--- src/rtl/vco_cal_pkg.sv ---
package vco_cal_pkg;

  localparam int WORD_W = 32;
  localparam int RB_W   = 12;

  localparam logic [3:0] ADDR_R0  = 4'd0;
  localparam logic [3:0] ADDR_MUX = 4'd4;
  localparam logic [3:0] ADDR_RB  = 4'd7;
  localparam logic [3:0] ADDR_VCO = 4'd10;

  localparam int RDSEL_LSB   = 26;
  localparam int RBSEL_LSB   = 12;
  localparam int MUXSEL_LSB  = 27;
  localparam int AUTOCAL_BIT = 21;

  localparam logic [2:0] RDSEL_CORE_BAND = 3'b001;
  localparam logic [2:0] RDSEL_BIAS      = 3'b011;
  localparam logic [2:0] RBSEL_CAL_DONE  = 3'b110;
  localparam logic [2:0] RBSEL_DATA      = 3'b111;
  localparam logic [2:0] MUXSEL_READBACK = 3'b111;

  typedef enum logic [3:0] {
    E_IDLE, E_WLO, E_WHI, E_WLE, E_WEND, E_RSET, E_RHI, E_RLO, E_REND
  } eng_state_t;

  typedef enum logic [3:0] {
    S_IDLE, S_W10A, S_W7A, S_W4, S_W0, S_WAIT, S_W7B, S_RD_CB, S_W10B,
    S_RD_BIAS, S_OUT
  } seq_state_t;

  function automatic logic [WORD_W-1:0] cfg_word(input logic [3:0] addr,
                                                 input int lsb,
                                                 input logic [2:0] val);
    return (WORD_W'(val) << lsb) | WORD_W'(addr);
  endfunction

endpackage

--- src/rtl/vcr_half_timer.sv ---
module vcr_half_timer #(
  parameter int HALF_CYC = 5
) (
  input  logic clk,
  input  logic rst_n,
  input  logic restart,
  output logic tick
);
  localparam int CW = $clog2(HALF_CYC + 1);

  logic [CW-1:0] cnt;

  assign tick = (cnt == CW'(HALF_CYC - 1)) && !restart;

  always_ff @(posedge clk or negedge rst_n) begin
    if (!rst_n)              cnt <= '0;
    else if (restart || tick) cnt <= '0;
    else                     cnt <= cnt + 1'b1;
  end
endmodule

--- src/rtl/vcr_serial_engine.sv ---
module vcr_serial_engine
  import vco_cal_pkg::*;
#(
  parameter int HALF_CYC = 5
) (
  input  logic              clk,
  input  logic              rst_n,
  input  logic              start_wr,
  input  logic              start_rd,
  input  logic [WORD_W-1:0] wr_word,
  input  logic              mux_s,
  output logic              done,
  output logic [RB_W-1:0]   rd_word,
  output logic              sclk,
  output logic              sdata,
  output logic              le
);
  localparam int BW = $clog2(WORD_W);

  eng_state_t        st;
  logic [WORD_W-1:0] sh;
  logic [BW-1:0]     bitcnt;
  logic              tick;
  logic              restart;

  assign restart = (st == E_IDLE) && (start_wr || start_rd);
  assign sdata   = sh[WORD_W-1];

  vcr_half_timer #(.HALF_CYC(HALF_CYC)) u_timer (
    .clk(clk), .rst_n(rst_n), .restart(restart), .tick(tick)
  );

  always_ff @(posedge clk or negedge rst_n) begin
    if (!rst_n) begin
      st      <= E_IDLE;
      sh      <= '0;
      bitcnt  <= '0;
      rd_word <= '0;
      sclk    <= 1'b0;
      le      <= 1'b0;
      done    <= 1'b0;
    end else begin
      done <= 1'b0;
      case (st)
        E_IDLE: begin
          if (start_wr) begin
            sh     <= wr_word;
            bitcnt <= '0;
            sclk   <= 1'b0;
            le     <= 1'b0;
            st     <= E_WLO;
          end else if (start_rd) begin
            bitcnt <= '0;
            sclk   <= 1'b0;
            le     <= 1'b1;
            st     <= E_RSET;
          end
        end
        E_WLO: if (tick) begin
          sclk <= 1'b1;
          st   <= E_WHI;
        end
        E_WHI: if (tick) begin
          sclk <= 1'b0;
          if (bitcnt == BW'(WORD_W - 1)) begin
            le <= 1'b1;
            st <= E_WLE;
          end else begin
            bitcnt <= bitcnt + 1'b1;
            sh     <= sh << 1;
            st     <= E_WLO;
          end
        end
        E_WLE: if (tick) begin
          le <= 1'b0;
          st <= E_WEND;
        end
        E_WEND: if (tick) begin
          done <= 1'b1;
          st   <= E_IDLE;
        end
        E_RSET: if (tick) begin
          sclk <= 1'b1;
          st   <= E_RHI;
        end
        E_RHI: if (tick) begin
          sclk    <= 1'b0;
          rd_word <= {rd_word[RB_W-2:0], mux_s};
          st      <= E_RLO;
        end
        E_RLO: if (tick) begin
          if (bitcnt == BW'(RB_W - 1)) begin
            st <= E_REND;
          end else begin
            bitcnt <= bitcnt + 1'b1;
            sclk   <= 1'b1;
            st     <= E_RHI;
          end
        end
        E_REND: if (tick) begin
          le   <= 1'b0;
          done <= 1'b1;
          st   <= E_IDLE;
        end
        default: st <= E_IDLE;
      endcase
    end
  end
endmodule

--- src/rtl/vcr_seq_fsm.sv ---
module vcr_seq_fsm
  import vco_cal_pkg::*;
#(
  parameter int TIMEOUT_CYC = 100000
) (
  input  logic              clk,
  input  logic              rst_n,
  input  logic              req_valid,
  output logic              req_ready,
  input  logic [WORD_W-1:0] req_r0_word,
  output logic              res_valid,
  input  logic              res_ready,
  output logic [2:0]        res_core,
  output logic [7:0]        res_band,
  output logic [3:0]        res_bias,
  output logic              res_timeout,
  input  logic              mux_s,
  input  logic              eng_done,
  input  logic [RB_W-1:0]   rd_word,
  output logic              start_wr,
  output logic              start_rd,
  output logic [WORD_W-1:0] wr_word,
  output logic              cal_wait
);
  localparam int TW = $clog2(TIMEOUT_CYC + 1);
  localparam logic [WORD_W-1:0] R0_FORCE_SET = WORD_W'(1) << AUTOCAL_BIT;
  localparam logic [WORD_W-1:0] R0_FORCE_CLR = WORD_W'(4'hF);

  seq_state_t        st;
  logic              launched;
  logic [TW-1:0]     to_cnt;
  logic [WORD_W-1:0] r0_q;
  logic              is_wr;
  logic              is_rd;
  logic              unused_rb8;

  assign unused_rb8 = rd_word[8];
  assign req_ready  = (st == S_IDLE);
  assign res_valid  = (st == S_OUT);
  assign cal_wait   = (st == S_WAIT);
  assign is_rd      = (st == S_RD_CB) || (st == S_RD_BIAS);
  assign is_wr      = (st == S_W10A) || (st == S_W7A) || (st == S_W4) ||
                      (st == S_W0) || (st == S_W7B) || (st == S_W10B);
  assign start_wr   = is_wr && !launched;
  assign start_rd   = is_rd && !launched;

  always_comb begin
    case (st)
      S_W10A:  wr_word = cfg_word(ADDR_VCO, RDSEL_LSB, RDSEL_CORE_BAND);
      S_W7A:   wr_word = cfg_word(ADDR_RB, RBSEL_LSB, RBSEL_CAL_DONE);
      S_W4:    wr_word = cfg_word(ADDR_MUX, MUXSEL_LSB, MUXSEL_READBACK);
      S_W0:    wr_word = r0_q;
      S_W7B:   wr_word = cfg_word(ADDR_RB, RBSEL_LSB, RBSEL_DATA);
      S_W10B:  wr_word = cfg_word(ADDR_VCO, RDSEL_LSB, RDSEL_BIAS);
      default: wr_word = '0;
    endcase
  end

  always_ff @(posedge clk or negedge rst_n) begin
    if (!rst_n) begin
      st          <= S_IDLE;
      launched    <= 1'b0;
      to_cnt      <= '0;
      r0_q        <= '0;
      res_core    <= '0;
      res_band    <= '0;
      res_bias    <= '0;
      res_timeout <= 1'b0;
    end else begin
      if ((is_wr || is_rd) && !launched) launched <= 1'b1;
      case (st)
        S_IDLE: if (req_valid) begin
          r0_q        <= (req_r0_word & ~R0_FORCE_CLR) | R0_FORCE_SET;
          res_core    <= '0;
          res_band    <= '0;
          res_bias    <= '0;
          res_timeout <= 1'b0;
          st          <= S_W10A;
        end
        S_W10A: if (eng_done) begin launched <= 1'b0; st <= S_W7A; end
        S_W7A:  if (eng_done) begin launched <= 1'b0; st <= S_W4;  end
        S_W4:   if (eng_done) begin launched <= 1'b0; st <= S_W0;  end
        S_W0:   if (eng_done) begin
          launched <= 1'b0;
          to_cnt   <= '0;
          st       <= S_WAIT;
        end
        S_WAIT: begin
          if (mux_s) begin
            st <= S_W7B;
          end else if (to_cnt == TW'(TIMEOUT_CYC - 1)) begin
            res_timeout <= 1'b1;
            st          <= S_OUT;
          end else begin
            to_cnt <= to_cnt + 1'b1;
          end
        end
        S_W7B: if (eng_done) begin launched <= 1'b0; st <= S_RD_CB; end
        S_RD_CB: if (eng_done) begin
          launched <= 1'b0;
          res_core <= rd_word[11:9];
          res_band <= rd_word[7:0];
          st       <= S_W10B;
        end
        S_W10B: if (eng_done) begin launched <= 1'b0; st <= S_RD_BIAS; end
        S_RD_BIAS: if (eng_done) begin
          launched <= 1'b0;
          res_bias <= rd_word[3:0];
          st       <= S_OUT;
        end
        S_OUT: if (res_ready) st <= S_IDLE;
        default: st <= S_IDLE;
      endcase
    end
  end
endmodule

--- src/rtl/vco_cal_reader.sv ---
module vco_cal_reader
  import vco_cal_pkg::*;
#(
  parameter int HALF_CYC    = 5,
  parameter int TIMEOUT_CYC = 100000,
  parameter int SYNC_STAGES = 2
) (
  input  logic        clk,
  input  logic        rst_n,
  input  logic        req_valid,
  output logic        req_ready,
  input  logic [31:0] req_r0_word,
  output logic        res_valid,
  input  logic        res_ready,
  output logic [2:0]  res_core,
  output logic [7:0]  res_band,
  output logic [3:0]  res_bias,
  output logic        res_timeout,
  output logic        spi_sclk,
  output logic        spi_sdata,
  output logic        spi_le,
  input  logic        mux_in
);
  logic [SYNC_STAGES-1:0] sync_q;
  logic                   mux_s;
  logic                   eng_done;
  logic                   start_wr;
  logic                   start_rd;
  logic [WORD_W-1:0]      wr_word;
  logic [RB_W-1:0]        rd_word;
  logic                   cal_wait;

  generate
    if (SYNC_STAGES == 1) begin : g_sync1
      always_ff @(posedge clk or negedge rst_n)
        if (!rst_n) sync_q <= '0;
        else        sync_q <= mux_in;
    end else begin : g_syncn
      always_ff @(posedge clk or negedge rst_n)
        if (!rst_n) sync_q <= '0;
        else        sync_q <= {sync_q[SYNC_STAGES-2:0], mux_in};
    end
  endgenerate
  assign mux_s = sync_q[SYNC_STAGES-1];

  vcr_serial_engine #(.HALF_CYC(HALF_CYC)) u_eng (
    .clk(clk), .rst_n(rst_n), .start_wr(start_wr), .start_rd(start_rd),
    .wr_word(wr_word), .mux_s(mux_s), .done(eng_done), .rd_word(rd_word),
    .sclk(spi_sclk), .sdata(spi_sdata), .le(spi_le)
  );

  vcr_seq_fsm #(.TIMEOUT_CYC(TIMEOUT_CYC)) u_seq (
    .clk(clk), .rst_n(rst_n), .req_valid(req_valid), .req_ready(req_ready),
    .req_r0_word(req_r0_word), .res_valid(res_valid), .res_ready(res_ready),
    .res_core(res_core), .res_band(res_band), .res_bias(res_bias),
    .res_timeout(res_timeout), .mux_s(mux_s), .eng_done(eng_done),
    .rd_word(rd_word), .start_wr(start_wr), .start_rd(start_rd),
    .wr_word(wr_word), .cal_wait(cal_wait)
  );
endmodule

--- config.mk ---
export PLATFORM = sky130hd
export DESIGN_NAME = vco_cal_reader
export DESIGN_NICKNAME = d
export VERILOG_FILES = /design/src/rtl/vco_cal_pkg.sv /design/src/rtl/vcr_half_timer.sv /design/src/rtl/vcr_serial_engine.sv /design/src/rtl/vcr_seq_fsm.sv /design/src/rtl/vco_cal_reader.sv
export SDC_FILE = /design/constraint.sdc
export NUM_CORES = 1
export LEC_CHECK = 0
export CAP_MARGIN = 0
export CORE_MARGIN = 5
export CORE_UTILIZATION = 58
export DETAILED_ROUTE_END_ITERATION = 8
export DONT_BUFFER_PORTS = 1
export GPL_TIMING_DRIVEN = 0
export HOLD_SLACK_MARGIN = 0.05
export PLACE_DENSITY = 0.87
export RECOVER_POWER = 25
export SYNTH_ARGS = -nofsm -noshare
export SYNTH_HDL_FRONTEND = slang
export SYNTH_HIERARCHICAL = 1
export SYNTH_SLANG_ARGS = --single-unit
--- constraint.sdc ---
create_clock -name clk -period 3.15 [get_ports clk]
set_input_delay 0.315 -clock clk [delete_from_list [all_inputs] [get_ports clk]]
set_output_delay 0.315 -clock clk [all_outputs]
set_load 0.01 [all_outputs]
==> metrics.txt <==
Sink Count=127; Slew Viols, Final=128; FMAX=0.336 GHz; Ys Warns=6; number of global-route vias before repair=5025; fin crit share=94.4%; Int Power=3010 µW; die area=13400 µm²; Sw Ratio=19.7%; H-tree lvl count=4; worst-path cell chain=clkbuf_2 > mux2i_1 > o32a_1 > nor2_2 > nor2_2 > nor2_2 > nor2_2 > clkbuf_4 > nand2_1 > a21o_1 > a211oi_1 > mux2_1; Worst Skew=5.89 ps; Area Growth Syn to Fin=17.9%; Hold Fails Final Rpt=0; Iteration-0 DRC Markers=392; crit end category=flip-flop; diode count=0; GPL Wtd Cong=0.880; drt via density=5.97; total clock buffers created by CTS=17; initial antenna violation count=0; Area after DPL=6660 µm²; drt first pass iters=5; Clock Power Share=54.7%; die width=116 µm; GRT Util Overall=23.1%; Detail Placement HPWL=9490 µm; Slew @ Worst Pin=1690 ps; worst vdd ir=0.000336 V; core area=10900 µm²; Mapped Nets=657; crit-path max FO=10; largest net degree at the start of global routing=128; I/O pin count=58; Hold Crit Class=in2reg; cell leakage power=0.00368 µW; Root Buffer=clkbuf_8; Mapped Cells=614; dpl ws=-532 ps; PwrDens=490 nW/µm²; slowest cell delay on critical path=450 ps; post-synth design cell area=6480 µm²; WP data arrival=3370 ps; setup violators final=0; Skew-Pair Late Insertion Delay=520 ps; CTS tree=yes; Clock Tree Buf Depth=2; Max Cap Viol=1; final worst slack=175 ps; combinational power share=1.6%; post-layout util=70.2%; crit start category=flip-flop; GRT overflow=0; first-pass GRT wire length=24400 µm; RSZ-0062 raised after global routing=no; Final min period=2980 ps; post-layout instance area=7640 µm²; CTS clk-pin slew, worst paths=60 ps; die height=116 µm; Rows=38; overall power=3740 µW; IO Port Bufs=0; Sequential Power Share=43.7%; Final #Nets=711; P_sw=737 µW; WP data required=3550 ps; failing checks=max-capacitance violations, max-slew violations; wire length per cell=17.9 µm; slowest CP cell=dfrtp_1; cell mode on critical path=nor2_2; Avg Inst Size Synth=10.6 µm²; Initial Util=59.5%; Routed Antenna Nets=0; r2r setup slk=170 ps; Residual DRC=0; status=complete, but fails checks; Slew Limit Headroom=-12.4%; crit path kind=reg2reg; vias post-DR=4898; Final Routed Wirelength=14700 µm; CP bufs+invs=2; Hold Slack=134 ps; layout cells sized above 1=22.2%; CP top delay family=simple AND/OR/NAND/NOR gates
==> worst paths after layout <==
check                                   startpoint                            to  cells after the start
min in group asynchronous                    rst_n  u_seq/to_cnt[15]$_DFFE_PN0P_                      2
hold / removal                           res_ready       u_seq/st[1]$_DFFE_PN0P_                      3
setup reg to reg           u_seq/st[3]$_DFFE_PN0P_          u_eng/le$_DFFE_PN0P_                     12
max in group asynchronous                    rst_n   u_eng/bitcnt[2]$_DFFE_PN0P_                      2
setup / recovery           u_seq/st[3]$_DFFE_PN0P_          u_eng/le$_DFFE_PN0P_                     12
hold reg to reg                sync_q[0]$_DFF_PN0_           sync_q[1]$_DFF_PN0_                      0
==> layout make-up <==
cell class / count / area (µm²)
timing repair buffer: 35 / 338
buffer: 37 / 238
tap: 140 / 175
clock inverter: 10 / 159
sequential: 127 / 3180
clock buffer: 22 / 463
inverter: 13 / 48.8
multi-input combinational: 437 / 3040
fill: 785 / 3250
==> state kept, by name, summed over array words and instances, names as in the netlist, 3 cells and up <==
register / count
u_eng/sh: 32
u_eng/u_timer/cnt: 3
u_seq/res_core: 3
u_eng/st: 4
u_eng/bitcnt: 5
u_seq/res_band: 8
u_eng/rd_word: 12
u_seq/st: 4
u_seq/r0_q: 28
u_seq/to_cnt: 17
u_seq/res_bias: 4
==> metrics by stage <==
stage,std cells,TNS [ps]
floorplan,614,0
global placement,754,-17200
detailed placement,754,-19380
CTS,819,0
global route,821,0
finish,821,0
==> worst min-delay path: stages <==
cell and delay, ps:
o21ai_0 50, a21oi_1 150, o21ai_0 90
==> power groups by stage <==
stage                     registers [µW]  logic [µW]  clock network [µW]
after floorplan                     1660       0.444                   0
after global placement              1660       0.442                   0
after detailed placement            1660       0.442                   0
after CTS                           1640        66.9                2070
after global routing                1630        69.9                2150
final                               1640        61.4                2050
==> layout by cell type, fill, tap and decap left out, types with 28 or more instances in the layout <==
master           n
dlygate4sd3_1   30
mux2_2          30
nor2_1          43
dfrtp_1        127
nand2_1         58
o21ai_0         28
mux2i_1         38
a21oi_2         28
==> what timing repair did <==
item                                    in CTS  in global routing
resized for setup                           10                  4
endpoints found under the hold margin      156                  0
pin swaps                                    1                  1
setup buffers                                2                  2
hold buffers                                31                  0
endpoints found under the setup margin      52                 12
==> layer usage <==
metal  wire [µm]  GRT usage (%)
met1        6110           28.2
met2        7490           40.0
met3         752           5.48
met4         320           8.89
met5           0              0
(Power assumes the default switching activity.)
